<file path="src/rtl/fbw_pkg.sv">
// Package: shared field positions and I/O offsets for the frame-buffer host window.
// Assumes: the host memory bus carries 20 address bits and the frame is square.
package fbw_pkg;

    // I/O offsets inside the board range
    localparam logic [1:0] IO_OFS_CTL0 = 2'd0;
    localparam logic [1:0] IO_OFS_CTL1 = 2'd1;

    // Control port 1 field positions
    localparam int CP1_SEL_BIT = 0;
    localparam int CP1_EN_BIT  = 1;

    // Status byte width
    localparam int BYTE_W = 8;

endpackage

</file>
<file path="src/rtl/fbw_ctrl_ports.sv">
// Module: fbw_ctrl_ports
// Holds the two write-only control ports and answers status reads.
// Assumes: single-cycle I/O strobes qualified by io_cs; synchronous active-low reset.
module fbw_ctrl_ports
    import fbw_pkg::*;
#(
    parameter int PAGE_W = 2
) (
    input  logic              clk,
    input  logic              rst_n,
    input  logic              io_cs,
    input  logic [1:0]        io_ofs,
    input  logic              io_wr,
    input  logic              io_rd,
    input  logic [BYTE_W-1:0] io_wdata,
    input  logic              vblank_in,
    output logic [PAGE_W-1:0] page,
    output logic              rotate,
    output logic              hi_pair,
    output logic              ram_en,
    output logic [BYTE_W-1:0] io_rdata,
    output logic              io_rdata_oe
);
    localparam int ROT_BIT = PAGE_W;

    logic wr0, wr1;
    logic unused_wbits;

    // Decode writes to each control port
    always_comb begin
        wr0 = io_cs && io_wr && (io_ofs == IO_OFS_CTL0);
        wr1 = io_cs && io_wr && (io_ofs == IO_OFS_CTL1);
    end

    assign unused_wbits = ^io_wdata[BYTE_W-1:ROT_BIT+1];

    // Control port 0: page and rotate
    always_ff @(posedge clk) begin
        if (!rst_n) begin
            page   <= '0;
            rotate <= 1'b0;
        end else if (wr0) begin
            page   <= io_wdata[PAGE_W-1:0];
            rotate <= io_wdata[ROT_BIT];
        end
    end

    // Control port 1: window select and RAM enable
    always_ff @(posedge clk) begin
        if (!rst_n) begin
            hi_pair <= 1'b0;
            ram_en  <= 1'b0;
        end else if (wr1) begin
            hi_pair <= io_wdata[CP1_SEL_BIT];
            ram_en  <= io_wdata[CP1_EN_BIT];
        end
    end

    // Status read: only offset 0 is driven, top bit always zero
    always_comb begin
        io_rdata_oe = io_cs && io_rd && (io_ofs == IO_OFS_CTL0);
        io_rdata    = io_rdata_oe ? {{(BYTE_W-1){1'b0}}, vblank_in} : {BYTE_W{1'b1}};
    end

    // a port-0 write lands on the next clock
    assert_cp0_write_lands_R6: assert property (@(posedge clk) disable iff (!rst_n)
        wr0 |=> (page == $past(io_wdata[PAGE_W-1:0]) && rotate == $past(io_wdata[ROT_BIT])));

    // a port-0 write leaves port 1 alone
    assert_cp1_untouched_R9: assert property (@(posedge clk) disable iff (!rst_n)
        (wr0 && !wr1) |=> (ram_en == $past(ram_en) && hi_pair == $past(hi_pair)));

    // status byte is never all ones
    assert_status_not_ff_R7: assert property (@(posedge clk) disable iff (!rst_n)
        io_rdata_oe |-> (io_rdata != {BYTE_W{1'b1}}));

endmodule

</file>
<file path="src/rtl/fbw_win_decode.sv">
// Module: fbw_win_decode
// Matches the host address against the window segment chosen by strap and select.
// Assumes: the window is one naturally aligned segment of 2**WIN_AW bytes.
module fbw_win_decode #(
    parameter int              HOST_AW = 20,
    parameter int              WIN_AW  = 16,
    parameter int              SEG_W   = HOST_AW - WIN_AW,
    parameter logic [SEG_W-1:0] LO_SEG = 4'hA,
    parameter logic [SEG_W-1:0] HI_SEG = 4'hD
) (
    input  logic               clk,
    input  logic               rst_n,
    input  logic [HOST_AW-1:0] mem_addr,
    input  logic               strap_hi,
    input  logic               hi_pair,
    output logic               hit,
    output logic [WIN_AW-1:0]  offset
);
    logic [SEG_W-1:0] seg;

    // Window segment: pair base plus strap
    always_comb begin
        seg    = (hi_pair ? HI_SEG : LO_SEG) + {{(SEG_W-1){1'b0}}, strap_hi};
        hit    = (mem_addr[HOST_AW-1:WIN_AW] == seg);
        offset = mem_addr[WIN_AW-1:0];
    end

    // a hit only ever falls in one of the four legal segments
    assert_hit_legal_seg_R1: assert property (@(posedge clk) disable iff (!rst_n)
        hit |-> (mem_addr[HOST_AW-1:WIN_AW] == LO_SEG || mem_addr[HOST_AW-1:WIN_AW] == LO_SEG + 1'b1 ||
                 mem_addr[HOST_AW-1:WIN_AW] == HI_SEG || mem_addr[HOST_AW-1:WIN_AW] == HI_SEG + 1'b1));

endmodule

</file>
<file path="src/rtl/fbw_pix_xform.sv">
// Module: fbw_pix_xform
// Joins page and window offset into a frame address, optionally swapping row and column.
// Assumes: a square frame of 2**PIX_BITS pixels per side.
module fbw_pix_xform #(
    parameter int PIX_BITS = 9,
    parameter int WIN_AW   = 16,
    parameter int FRAME_AW = 2 * PIX_BITS,
    parameter int PAGE_W   = FRAME_AW - WIN_AW
) (
    input  logic [PAGE_W-1:0]   page,
    input  logic [WIN_AW-1:0]   offset,
    input  logic                rotate,
    output logic [FRAME_AW-1:0] frame_addr
);
    logic [FRAME_AW-1:0] linear;
    logic [FRAME_AW-1:0] swapped;

    assign linear = {page, offset};

    // Swap the row half and the column half bit by bit
    for (genvar i = 0; i < PIX_BITS; i++) begin : g_swap
        assign swapped[i]            = linear[i + PIX_BITS];
        assign swapped[i + PIX_BITS] = linear[i];
    end

    // Pick straight or transposed addressing
    always_comb begin
        frame_addr = rotate ? swapped : linear;
    end

endmodule

</file>
<file path="src/rtl/fbwin_host_bridge.sv">
// Module: fbwin_host_bridge
// Host memory window onto a paged, optionally transposed 512x512 8-bit frame store.
// Assumes: single-cycle host strobes; frame store answers reads combinationally.
module fbwin_host_bridge
    import fbw_pkg::*;
#(
    parameter int HOST_AW  = 20,
    parameter int WIN_AW   = 16,
    parameter int PIX_BITS = 9,
    parameter int DATA_W   = 8
) (
    input  logic                  clk,
    input  logic                  rst_n,
    input  logic                  strap_hi,
    input  logic                  vblank_in,
    input  logic                  io_cs,
    input  logic [1:0]            io_ofs,
    input  logic                  io_wr,
    input  logic                  io_rd,
    input  logic [7:0]            io_wdata,
    output logic [7:0]            io_rdata,
    output logic                  io_rdata_oe,
    input  logic [HOST_AW-1:0]    mem_addr,
    input  logic                  mem_rd,
    input  logic                  mem_wr,
    input  logic [DATA_W-1:0]     mem_wdata,
    output logic [DATA_W-1:0]     mem_rdata,
    output logic                  mem_rdata_oe,
    output logic [2*PIX_BITS-1:0] ram_addr,
    output logic                  ram_re,
    output logic                  ram_we,
    output logic [DATA_W-1:0]     ram_wdata,
    input  logic [DATA_W-1:0]     ram_rdata
);
    localparam int FRAME_AW = 2 * PIX_BITS;
    localparam int PAGE_W   = FRAME_AW - WIN_AW;

    logic [PAGE_W-1:0] page;
    logic              rotate, hi_pair, ram_en;
    logic              hit;
    logic [WIN_AW-1:0] offset;
    logic              live;

    fbw_ctrl_ports #(.PAGE_W(PAGE_W)) i_ctrl (
        .clk(clk), .rst_n(rst_n), .io_cs(io_cs), .io_ofs(io_ofs),
        .io_wr(io_wr), .io_rd(io_rd), .io_wdata(io_wdata), .vblank_in(vblank_in),
        .page(page), .rotate(rotate), .hi_pair(hi_pair), .ram_en(ram_en),
        .io_rdata(io_rdata), .io_rdata_oe(io_rdata_oe)
    );

    fbw_win_decode #(.HOST_AW(HOST_AW), .WIN_AW(WIN_AW)) i_dec (
        .clk(clk), .rst_n(rst_n), .mem_addr(mem_addr), .strap_hi(strap_hi),
        .hi_pair(hi_pair), .hit(hit), .offset(offset)
    );

    fbw_pix_xform #(.PIX_BITS(PIX_BITS), .WIN_AW(WIN_AW)) i_xf (
        .page(page), .offset(offset), .rotate(rotate), .frame_addr(ram_addr)
    );

    // Gate host strobes by window hit and RAM enable
    always_comb begin
        live         = hit && ram_en;
        ram_re       = live && mem_rd;
        ram_we       = live && mem_wr;
        ram_wdata    = mem_wdata;
        mem_rdata_oe = ram_re;
        mem_rdata    = mem_rdata_oe ? ram_rdata : {DATA_W{1'b1}};
    end

    // nothing reaches the RAM or the data bus while disabled
    assert_quiet_when_off_R2: assert property (@(posedge clk) disable iff (!rst_n)
        !ram_en |-> (!ram_we && !ram_re && !mem_rdata_oe));

    // an undriven read bus floats high
    assert_float_high_R3: assert property (@(posedge clk) disable iff (!rst_n)
        !mem_rdata_oe |-> (mem_rdata == {DATA_W{1'b1}}));

    // straight mode puts the page at the top of the RAM address
    assert_page_on_top_R4: assert property (@(posedge clk) disable iff (!rst_n)
        ((ram_re || ram_we) && !rotate) |-> (ram_addr[FRAME_AW-1:WIN_AW] == page));

    // rotated mode puts page and high offset bits in the row half
    assert_rotated_row_R5: assert property (@(posedge clk) disable iff (!rst_n)
        ((ram_re || ram_we) && rotate) |->
            (ram_addr[PIX_BITS-1:0] == {page, mem_addr[WIN_AW-1:PIX_BITS]}));

endmodule

</file>
<file path="config.mk">
export PLATFORM = sky130hd
export DESIGN_NAME = fbwin_host_bridge
export DESIGN_NICKNAME = d
export VERILOG_FILES = /design/src/rtl/fbw_pkg.sv /design/src/rtl/fbw_ctrl_ports.sv /design/src/rtl/fbw_win_decode.sv /design/src/rtl/fbw_pix_xform.sv /design/src/rtl/fbwin_host_bridge.sv
export SDC_FILE = /design/constraint.sdc
export NUM_CORES = 1
export LEC_CHECK = 0
export BUFFER_PORTS_ARGS = -buffer_cell sky130_fd_sc_hd__clkbuf_2
export CAP_MARGIN = 20
export CORE_MARGIN = 3
export CORE_UTILIZATION = 32
export DETAILED_ROUTE_END_ITERATION = 12
export MAX_ROUTING_LAYER = met4
export PLACE_DENSITY = 0.84
export SETUP_SLACK_MARGIN = 0.4
export SKIP_CTS_REPAIR_TIMING = 1
export SYNTH_ARGS = -nofsm -noshare
export SYNTH_HDL_FRONTEND = slang
export SYNTH_SLANG_ARGS = --single-unit
</file>
<file path="constraint.sdc">
create_clock -name clk -period 4.9 [get_ports clk]
set_input_delay 0.245 -clock clk [delete_from_list [all_inputs] [get_ports clk]]
set_output_delay 0.245 -clock clk [all_outputs]
set_load 0.01 [all_outputs]
</file>
# == Word-level counts from Yosys, hierarchy flattened ==
# Cells that the tools add are included.
# word_totals
mem_bits_rw,0
word_cells,20
n_memories,0
latch_bits,0
regBits,5
input_bits,55
output_inout_bits,46
rom_bits,0
# op_classes
addsub,1
mul,0
eq_ne,2
n_reduce_logical,9
bitwise_logic,0
n_shift,0
n_div,0
n_mux,4
magnitude_cmp,0
# ops
op,count
$mux W18,1
$mux W8,2
$logic_and A1 B1 Y1,8
$add A4 B1 Y4,1
$eq A4 B4 Y1,1
$mux W3,1
$eq A2 B1 Y1 const B,1
$logic_not A2 Y1,1

# == Logic depth before layout (Yosys ltp) ==
# Gate-level depths: netlist (run 1).
# logic_depth
ltp_word,6
depth_mapped,6

# == Cells and area by module ==
# From an unflattened synthesis (run 1), not the netlist that was laid out.
# hier_totals
hier_cells,97
hier_area_um2,917.1
# modules_own_cells
module,seq_area_each_um2,area_each_um2,n_inst,cells_each
fbw_ctrl_ports,100.1,274.0,1,30
fbw_pix_xform,0.0,271.5,1,20
fbw_win_decode,0.0,191.4,1,25
fbwin_host_bridge,0.0,180.2,1,22

# == Worst setup path after synthesis (run 1) ==
# Ideal clock, no wire load.
# synth_timing
path_kind,flip-flop to output port
from,register i_ctrl.hi_pair
to,output port ram_re
n_path_buf,1
arrival_ns,1.785
slack_ns,2.870
stages_incl_launch_ff,6
path_cell_list,dfxtp_1 -> ha_1 -> or3_4 -> a2111oi_4 -> and2_1 -> buf_4
# synth_between
elab_chain_cells,5
# synth_rtl
element,line_no,rtl
start: declaration,fbw_ctrl_ports.sv:19,"output logic hi_pair,"
start signal: assignment,fbw_ctrl_ports.sv:54,hi_pair <= io_wdata[CP1_SEL_BIT];
$mux W3,fbw_win_decode.sv:23,"seg = (hi_pair ? HI_SEG : LO_SEG) + {{(SEG_W-1){1'b0}}, strap_hi};"
$add A4 B1 Y4,fbw_win_decode.sv:23,
$eq A4 B4 Y1,fbw_win_decode.sv:24,hit = (mem_addr[HOST_AW-1:WIN_AW] == seg);
$logic_and A1 B1 Y1,fbwin_host_bridge.sv:62,live = hit && ram_en;
$logic_and A1 B1 Y1,fbwin_host_bridge.sv:63,ram_re = live && mem_rd;
end: declaration,fbwin_host_bridge.sv:30,"output logic ram_re,"
# Every way passes these cells.

# == Worst setup path in the final report (run 1) ==
# layout_timing
from,register i_ctrl.hi_pair
to,output port mem_rdata_oe
# layout_between
elab_chain_cells,5
# layout_rtl
element,line_no,rtl
$mux W3,fbw_win_decode.sv:23,
$add A4 B1 Y4,fbw_win_decode.sv:23,
$eq A4 B4 Y1,fbw_win_decode.sv:24,
$logic_and A1 B1 Y1,fbwin_host_bridge.sv:62,
$logic_and A1 B1 Y1,fbwin_host_bridge.sv:63,
end: declaration,fbwin_host_bridge.sv:28,"output logic mem_rdata_oe,"
# Every way passes these cells.

==> results of run 1 <==
==> state kept, by name (all words and copies together) (netlist names) <==
name	flops
i_ctrl.hi_pair	1
i_ctrl.page	2
i_ctrl.rotate	1
i_ctrl.ram_en	1
==> metrics by stage <==
step | instances | worst slack (ps) | util (%)
2_1_floorplan | 78 | 2870 | -
3_3_place_gp | 166 | 2850 | 50.0
3_5_place_dp | 166 | 2790 | 50.0
4_1_cts | 170 | 2530 | 51.3
5_1_grt | 170 | 2440 | 51.3
6_report | 170 | 2540 | 51.3
==> worst register-to-register path, cell delays in order (launching register included) <==
cell and delay [ps]:
dfxtp_1 800, nand2_1 90, o21ai_0 160
==> logic make-up (layout without fill, tap and decap cells) <==
logic type | Yosys count | in the layout | synth area share [%]
adders and majority gates | 2 | 2 | 3.54
xor gates and xnor gates | 2 | 2 | 2.48
muxes | 20 | 20 | 31.5
buffers and inverters | 20 | 85 | 18.8
and+or+nand+nor | 24 | 24 | 22.8
DFF | 5 | 5 | 14.2
AOI/OAI and AO/OA | 5 | 5 | 6.73
==> area by class of cell <==
type                            count  area [µm²]  share of cell area (%)
Tap cell                           27        33.8                    3.26
Multi-Input combinational cell     53         474                    45.7
Timing Repair Buffer               79         395                    38.1
Sequential cell                     5         100                    9.65
Inverter                            2        7.51                   0.724
Clock buffer                        4        26.3                    2.53
==> metal layers <==
layer / share of wire (%) / global-route usage, % / up-vias
met4: 0 / 2.55 / 0
li1: - / - / 391
met3: 13 / 4.51 / 0
met5: 0 / - / -
met2: 56 / 25.6 / 42
met1: 31 / 10.5 / 349
==> cells in the mapped netlist <==
master	number
a2111oi_4	1
and2_1	2
buf_1	2
buf_2	1
buf_4	15
dfxtp_1	5
ha_1	2
inv_1	2
mux2_2	18
mux2i_1	2
nand2_1	4
nand2b_1	1
nand3_1	3
nand3b_1	8
nand4b_1	1
nor2b_1	2
nor4bb_1	2
o21ai_0	4
or3_4	1
xnor2_1	2
==> worst max path at each step <==
stage,from,to,slack (ps),cells after the start
after global routing,i_ctrl.hi_pair$_SDFFE_PN0P_,ram_re,2440,5
after detailed placement,strap_hi,mem_rdata_oe,2790,6
final,i_ctrl.hi_pair$_SDFFE_PN0P_,mem_rdata_oe,2540,5
after CTS,i_ctrl.hi_pair$_SDFFE_PN0P_,mem_rdata_oe,2530,5
after floorplan,i_ctrl.hi_pair$_SDFFE_PN0P_,ram_re,2870,5
after global placement,strap_hi,ram_re,2850,6
==> where the power goes <==
part	internal [W]	leakage, nW	switching [W]
registers	0.0000417	0.0405	0.00000162
logic	0.0000305	0.474	0.0000231
clock network	0.0000308	0.0150	0.0000163
total	0.000103	0.529	0.0000410
==> flow_summary.json, run 1 <==
{
  "rsz0062_at_grt": "no",
  "start_util_pct": 35.0,
  "ff2ff_setup_slack_ps": 3780,
  "ant_nets": 0,
  "num_vias": 782,
  "antenna_cells": 0,
  "fin_nets": 201,
  "cts.sinks": 5,
  "place_congestion": 0.728,
  "placed_cell_area_um2": 1010,
  "die_h_um": 53,
  "core_um2": 2020,
  "layout_common_cells": "clkbuf_2 (79), mux2_2 (18), nand3b_1 (8)",
  "die_w_um": 53,
  "peakVddDrop_uv": 60.5,
  "final_common_cell": "clkbuf_2",
  "critical_path_class": "flip-flop to output port",
  "setup_tns_ps": 0,
  "worst_setup_path_end_kind": "output port",
  "io_buffers": 79,
  "post_drt_wl_per_cell_um": 11.5,
  "post-route-period-util_pct": 48.1,
  "drive_above_1_share_pct": 71.3,
  "period_minus_slack_ps": 2360,
  "status": "completed",
  "nFillCells": 198,
  "die_area_um2": 2810,
  "regToRegEndpoint": "i_ctrl.rotate$_SDFFE_PN0P_",
  "path_delay_family": "simple AND/OR/NAND/NOR gates",
  "power.density_nw_per_um2": 139,
  "r2r.worst_path.cells": 2,
  "drtIter0Drc": 5,
  "holdPathEnd": "i_ctrl.rotate$_SDFFE_PN0P_",
  "clockBufferDepth": 2,
  "track_usage_pct": 12.5,
  "syn_inst": 78,
  "holdCritStartpoint": "io_wdata[2]",
  "slowest_delay_ps": 600,
  "cp.required_ps": 4660,
  "slowest_stage": "a2111oi_4",
  "hp-class": "primary input to flip-flop",
  "max_freq_mhz": 424,
  "p_total_w": 0.000144,
  "cellLeakagePower_nw": 0.529,
  "via_per_inst": 4.60,
  "synth_seq_cells": 5,
  "crit_buf_inv": 1,
  "wirelength_um": 1950,
  "syn_avg_cell_area_um2": 9.06,
  "grt_first_pass_wirelength_um": 2550,
  "min_path_cells": 3,
  "ys_seq_area_share_pct": 14.2,
  "yosysTopAreaCellShare_pct": 28.7,
  "worst_ep_arrival_time_ps": 2110,
  "grt.overflow.total": 0,
  "drc": 0,
  "netlist_area_um2": 707,
  "grt_pass1_vias": 651,
  "yosysUniqueCellTypes": 20,
  "clock-root-buffer": "clkbuf_4",
  "ys_warn_count": 0,
  "setup_violations": 0,
  "htreeDepth": 1,
  "tightestPinTransition_ps": 750,
  "yosysTopAreaCell": "mux2_2",
  "cts_buffers": 3,
  "critPathMaxFanout": 10,
  "slew_headroom_pct": 49.9,
  "synth.area.top_cells": "mux2_2 (29%), buf_4 (16%), dfxtp_1 (14%)",
  "clock_latency_ps": 240,
  "rows": 16,
  "final_cell_area_um2": 1040,
  "ioPinCount": 101,
  "dpl.hpwl_um": 1750,
  "syn2layout_area_growth_pct": 46.7,
  "finalMaxSlewViolations": 0,
  "syn_nets": 135,
  "skew_ps": 0,
  "hold_viol_final": 0,
  "grt_max_degree": 20,
  "crit_chain": "ha_1, or3_4, a2111oi_4, and2_1, clkbuf_2",
  "cp-start-kind": "flip-flop",
  "holdWs_ps": 235,
  "clk_pin_slew_worst_paths_ps": 50,
  "cts_tree": "yes",
  "drt-pass1-iter-count": 2,
  "grt_antenna_before_repair": 0,
  "r2r_start": "i_ctrl.rotate$_SDFFE_PN0P_",
  "maxCapViolations": 0
}
(Power assumes the default switching activity.)
==> run 2: changes to the inputs <==
--- a/config.mk
+++ b/config.mk
@@ -5,13 +5,14 @@
 export SDC_FILE = /design/constraint.sdc
 export NUM_CORES = 1
 export LEC_CHECK = 0
+export ABC_AREA = 1
 export BUFFER_PORTS_ARGS = -buffer_cell sky130_fd_sc_hd__clkbuf_2
 export CAP_MARGIN = 20
 export CORE_MARGIN = 3
-export CORE_UTILIZATION = 32
+export CORE_UTILIZATION = 31
 export DETAILED_ROUTE_END_ITERATION = 12
 export MAX_ROUTING_LAYER = met4
-export PLACE_DENSITY = 0.84
+export PLACE_DENSITY = 0.79
 export SETUP_SLACK_MARGIN = 0.4
 export SKIP_CTS_REPAIR_TIMING = 1
 export SYNTH_ARGS = -nofsm -noshare
==> constraint.sdc (replaced) <==
create_clock -name clk -period 2.3 [get_ports clk]
set_input_delay 0.115 -clock clk [delete_from_list [all_inputs] [get_ports clk]]
set_output_delay 0.115 -clock clk [all_outputs]
set_load 0.01 [all_outputs]
==> run 2 against run 1 <==
Critical path depth up 2. Flip-flop and latch count is the same. Worst setup slack got worse by 2000 ps. Sequential power increased by 110%. Routed wire length down 0.46%. Total power increased by 130%. Die area up 9.2%. Core utilization shrank 2.4 points. First-iteration DRC count increased by 80%. Combinational power grew to 2.6 times the previous value. Worst hold slack lost 100 ps. Non-clock buffer count grew 4. Critical path type unchanged. Critical endpoint is now mem_rdata[3]. Largest power group unchanged. Highest routed layer is now met4.
==> flow_summary.json, run 2 <==
{
  "synth-main-ff-cell": "dfxtp_1",
  "clock-root-buffer": "clkbuf_4",
  "setup_violations": 0,
  "syn_inst": 134,
  "worst_setup_path_end_kind": "output port",
  "maxCapViolations": 0,
  "synthArstFlopShare_pct": 0,
  "dpl.hpwl_um": 1650,
  "post-route-period-util_pct": 75.0,
  "yosysUniqueCellTypes": 17,
  "dp.cells": 222,
  "finalMaxSlewViolations": 0,
  "skew_ps": 0,
  "rows": 17,
  "tightestPinTransition_ps": 270,
  "drt-pass1-iter-count": 4,
  "syn_avg_cell_area_um2": 5.64,
  "core_um2": 2250,
  "regToRegEndpoint": "i_ctrl.rotate$_SDFFE_PN0P_",
  "grt_max_degree": 33,
  "yosysTopAreaCellShare_pct": 15.9,
  "grt_antenna_before_repair": 0,
  "die_area_um2": 3070,
  "cts_buffers": 3,
  "num_vias": 975,
  "hp-class": "primary input to flip-flop",
  "grt.overflow.total": 0,
  "ys_seq_area_share_pct": 13.2,
  "layout_common_cells": "clkbuf_2 (79), inv_1 (28), nor2_1 (19)",
  "grt_first_pass_wirelength_um": 3110,
  "ioPinCount": 101,
  "synth-edff-count": 0,
  "yosys.area_share.simple_pct": 32.8,
  "ant_nets": 0,
  "track_usage_pct": 12.2,
  "netlist_area_um2": 756,
  "finalNonFillerCells": 229,
  "r2r_start": "i_ctrl.rotate$_SDFFE_PN0P_",
  "clk_pin_slew_worst_paths_ps": 40,
  "io_buffers": 79,
  "slew_headroom_pct": 82.0,
  "drive_above_1_share_pct": 46.3,
  "holdCritStartpoint": "io_wdata[2]",
  "critPathMaxFanout": 5,
  "synthAdderAreaFrac_pct": 3.31,
  "worst_ep_arrival_time_ps": 1610,
  "holdWs_ps": 132,
  "cellLeakagePower_nw": 0.680,
  "p_total_w": 0.000329,
  "place_congestion": 0.710,
  "r2r.worst_path.cells": 2,
  "ff2ff_setup_slack_ps": 1670,
  "synthTopCellsByCount": "inv_1 (28), nor2_1 (19), buf_4 (16)",
  "grt_pass1_vias": 843,
  "cts_tree": "yes",
  "synthMuxAreaShare_pct": 0,
  "htreeDepth": 1,
  "clockBufferDepth": 2,
  "cp-start-kind": "flip-flop",
  "syn_nets": 191,
  "syn2layout_area_growth_pct": 46.0,
  "synth_xor_area_share_pct": 0,
  "rsz0062_at_grt": "no",
  "nFillCells": 271,
  "synth.area.top_cells": "buf_4 (16%), inv_1 (14%), dfxtp_1 (13%)",
  "final_common_cell": "clkbuf_2",
  "drc": 0,
  "fin_nets": 259,
  "drtIter0Drc": 9,
  "largest_reg_flops": 2,
  "ys_warn_count": 0,
  "antenna_cells": 0,
  "synth_compound_area_share_pct": 17.9,
  "synthMostInstantiatedCell": "inv_1",
  "setup_tns_ps": 0,
  "synth_top_family_by_area": "buffers and inverters",
  "period_minus_slack_ps": 1720,
  "synth_seq_cells": 5,
  "critical_path_class": "flip-flop to output port",
  "die_h_um": 55.4,
  "finalWorstSetupSlack_ps": 576,
  "post_drt_wl_per_cell_um": 8.46,
  "wirelength_um": 1940,
  "min_path_cells": 3,
  "largest-register": "i_ctrl.page",
  "yosysTopAreaCell": "buf_4",
  "via_per_inst": 4.26,
  "die_w_um": 55.4,
  "start_util_pct": 33.5,
  "peakVddDrop_uv": 201,
  "dp_slack_ps": 787,
  "max_freq_mhz": 580,
  "status": "completed",
  "holdPathEnd": "i_ctrl.rotate$_SDFFE_PN0P_",
  "hold_viol_final": 0,
  "clock_latency_ps": 240,
  "power.density_nw_per_um2": 298,
  "cp.required_ps": 2180,
  "cts.sinks": 5
}
-- run 2: worst max path at each step --
stage	slack, ps	startpoint	depth (start not counted)	endpoint
floorplan	800	i_ctrl.hi_pair$_SDFFE_PN0P_	7	ram_re
global placement	820	i_ctrl.hi_pair$_SDFFE_PN0P_	7	ram_re
detailed placement	790	i_ctrl.hi_pair$_SDFFE_PN0P_	7	mem_rdata_oe
CTS	520	i_ctrl.hi_pair$_SDFFE_PN0P_	7	mem_rdata_oe
global route	430	i_ctrl.hi_pair$_SDFFE_PN0P_	7	mem_rdata_oe
finish	580	i_ctrl.hi_pair$_SDFFE_PN0P_	7	mem_rdata[3]
-- run 2: cell families (layout without fill, tap and decap cells) --
| family | after synthesis | in the layout |
|---|---|---|
| AO/OA/AOI/OAI | 27 | 27 |
| AND/OR/NAND/NOR | 51 | 51 |
| adder cells (fa/ha/maj) | 2 | 2 |
| buffers and inverters | 49 | 116 |
| flip-flops | 5 | 5 |
-- run 2: through the flow --
step           util, %  cell area, µm²
5_1_grt           48.9            1100
6_report          48.9            1100
3_3_place_gp      46.8            1050
3_5_place_dp      46.8            1050
2_1_floorplan        -             756
4_1_cts           47.9            1080
-- run 2: layout make-up --
| class | count | area, µm² | share of cell area [%] |
|---|---|---|---|
| timing repair buffer | 83 | 425 | 38.5 |
| multi-input combinational | 80 | 408 | 37.0 |
| inverter | 29 | 109 | 9.86 |
| sequential | 5 | 100 | 9.07 |
| tap | 28 | 35.0 | 3.17 |
| clock buffer | 4 | 26.3 | 2.38 |
-- run 2: per-layer routing --
| metal | global-route usage [%] | up-vias | wire length, µm | share of wire [%] |
|---|---|---|---|---|
| li1 | - | 534 | - | - |
| met4 | 5.21 | 0 | 10 | 0.52 |
| met3 | 2.34 | 2 | 204 | 11 |
| met2 | 21.5 | 40 | 962 | 50 |
| met5 | - | - | 0 | 0 |
| met1 | 13.1 | 399 | 761 | 39 |
-- run 2: where the power goes --
| part | switching (W) | internal (W) | total (W) | leakage, nW |
|---|---|---|---|---|
| registers | 0.00000217 | 0.0000901 | 0.0000923 | 0.0406 |
| clock network | 0.0000344 | 0.0000655 | 0.0000999 | 0.0150 |
| logic | 0.0000742 | 0.0000624 | 0.000137 | 0.624 |
-- run 2: critical path: stages (launching register included) --
cell and delay, ps:
dfxtp_1 390, ha_1 260, nand2_1 110, nand3_4 80, nor2_4 160, buf_4 140
nand4_1 80, clkbuf_2 140
==> run 3: changes to the inputs <==
==> constraint.sdc (replaced) <==
create_clock -name clk -period 1.7 [get_ports clk]
set_input_delay 0.085 -clock clk [delete_from_list [all_inputs] [get_ports clk]]
set_output_delay 0.085 -clock clk [all_outputs]
set_load 0.01 [all_outputs]
==> run 3 against run 2 <==
Via count up 3.5%. Total power up 40%. Sequential share of layout area down 0.18 points. Flip-flop and latch count unchanged. Critical endpoint is now mem_rdata_oe. Highest routed layer unchanged.
==> flow_summary.json, run 3 (same netlist as run 2, synthesis figures left out) <==
{
  "status": "completed",
  "rows": 17,
  "r2r_start": "i_ctrl.hi_pair$_SDFFE_PN0P_",
  "io_buffers": 79,
  "grt_max_degree": 37,
  "switchingPower_w": 0.000157,
  "finalMaxSlewViolations": 0,
  "grt.overflow.total": 0,
  "syn2layout_area_growth_pct": 56.5,
  "grt_pass1_vias": 800,
  "worst_setup_path_end_kind": "output port",
  "intPower_w": 0.000303,
  "nFillCells": 247,
  "crit_chain": "ha_4, inv_2, nand2_2, nand3_4, nor2_4, nand2_2, nor2_4, buf_6",
  "maxCapViolations": 0,
  "via_per_inst": 4.39,
  "clock_latency_ps": 240,
  "seqPwrFrac_pct": 27.1,
  "cts_buffers": 3,
  "drt-pass1-iter-count": 4,
  "grt_antenna_before_repair": 0,
  "hp-class": "primary input to flip-flop",
  "cp-start-kind": "flip-flop",
  "setup_violations": 0,
  "p_clk_share_pct": 29.4,
  "die_area_um2": 3070,
  "ioPinCount": 101,
  "period_minus_slack_ps": 1590,
  "core_um2": 2250,
  "drive_above_1_share_pct": 50.0,
  "die_w_um": 55.4,
  "start_util_pct": 33.5,
  "post_drt_wl_per_cell_um": 8.90,
  "critPathMaxFanout": 5,
  "worst_ep_arrival_time_ps": 1500,
  "multi_input_area_um2": 439,
  "clock-root-buffer": "clkbuf_4",
  "crit_buf_inv": 2,
  "post-route-period-util_pct": 93.4,
  "slowest_delay_ps": 350,
  "cellLeakagePower_nw": 0.689,
  "max_freq_mhz": 630,
  "antenna_cells": 0,
  "hold_viol_final": 0,
  "drc": 0,
  "clk_pin_slew_worst_paths_ps": 40,
  "slowest_stage": "dfxtp_4",
  "drtIter0Drc": 30,
  "cts.sinks": 5,
  "switching_share_pct": 34.1,
  "htreeDepth": 1,
  "ff_latch_area_um2": 105,
  "wirelength_um": 2050,
  "setup_tns_ps": 0,
  "tightestPinTransition_ps": 274,
  "largest_reg_flops": 2,
  "track_usage_pct": 12.0,
  "largest-register": "i_ctrl.page",
  "rsz0062_at_grt": "yes",
  "regToRegEndpoint": "i_ctrl.hi_pair$_SDFFE_PN0P_",
  "num_vias": 1009,
  "placed_cell_area_um2": 1080,
  "die_h_um": 55.4,
  "ff2ff_setup_slack_ps": 960,
  "cts_tree": "yes",
  "cp.depth": 8,
  "crit_start": "i_ctrl.hi_pair$_SDFFE_PN0P_",
  "place_congestion": 0.711,
  "clockBufferDepth": 2,
  "power.density_nw_per_um2": 389,
  "slew_headroom_pct": 81.7,
  "layout_common_cells": "clkbuf_2 (76), inv_1 (27), nor2_1 (17)",
  "fin_nets": 260,
  "grt_first_pass_wirelength_um": 3040,
  "dpl.hpwl_um": 1650,
  "critical_path_class": "flip-flop to output port",
  "final_common_cell": "clkbuf_2",
  "cp.required_ps": 1620,
  "endpoint": "mem_rdata_oe",
  "p_comb_share_pct": 43.5,
  "skew_ps": 0,
  "peakVddDrop_uv": 277,
  "ant_nets": 0,
  "final_cell_area_um2": 1180,
  "r2r.worst_path.cells": 3,
  "path_delay_family": "simple AND/OR/NAND/NOR gates"
}
## run 3: layout make-up
| class | count | share of cell area [%] |
|---|---|---|
| Clock buffer | 4 | 2.22 |
| Inverter | 29 | 9.21 |
| Multi-Input combinational cell | 81 | 37.1 |
| Sequential cell | 5 | 8.89 |
| Tap cell | 28 | 2.96 |
| Timing Repair Buffer | 83 | 39.6 |
## run 3: power groups by stage
stage / clock network [W] / registers (W) / logic (W)
finish: 0.000135 / 0.000125 / 0.000200
global route: 0.000152 / 0.000125 / 0.000226
CTS: 0.000141 / 0.000124 / 0.000192
detailed placement: 0 / 0.000126 / 0.000191
global placement: 0 / 0.000126 / 0.000189
floorplan: 0 / 0.000125 / 0.000125
## run 3: metrics by stage
stage	cells	util (%)	power [W]	worst slack (ps)	hold slack [ps]
finish	230	52.4	0.000460	112	99.5
global route	230	52.4	0.000502	25.9	108
CTS	226	49.1	0.000456	16.8	98.5
detailed placement	222	47.9	0.000317	281	170
global placement	222	47.9	0.000314	298	170
floorplan	134	-	0.000250	323	211
## run 3: how the worst min path moves through the flow
| stage | slack (ps) | depth (start not counted) | start | endpoint |
|---|---|---|---|---|
| 6_report | 100 | 3 | io_wdata[2] | i_ctrl.rotate$_SDFFE_PN0P_ |
| 5_1_grt | 110 | 3 | io_wdata[2] | i_ctrl.rotate$_SDFFE_PN0P_ |
| 4_1_cts | 100 | 3 | io_wdata[2] | i_ctrl.rotate$_SDFFE_PN0P_ |
| 3_5_place_dp | 170 | 0 | mem_wdata[4] | ram_wdata[4] |
| 3_3_place_gp | 170 | 0 | mem_wdata[4] | ram_wdata[4] |
| 2_1_floorplan | 210 | 2 | rst_n | i_ctrl.hi_pair$_SDFFE_PN0P_ |
## run 3: layer usage
layer / up-vias / wire length, µm / global-route usage, %
li1: 542 / - / -
met1: 424 / 760 / 11.9
met2: 39 / 1070 / 21.5
met3: 4 / 199 / 3.50
met4: 0 / 15 / 5.56
met5: - / 0 / -
## run 3: worst reg2reg max path, stage by stage (launching register included)
cell and delay, ps:
dfxtp_4 350, buf_4 140, nor2_1 100, nor2_1 50
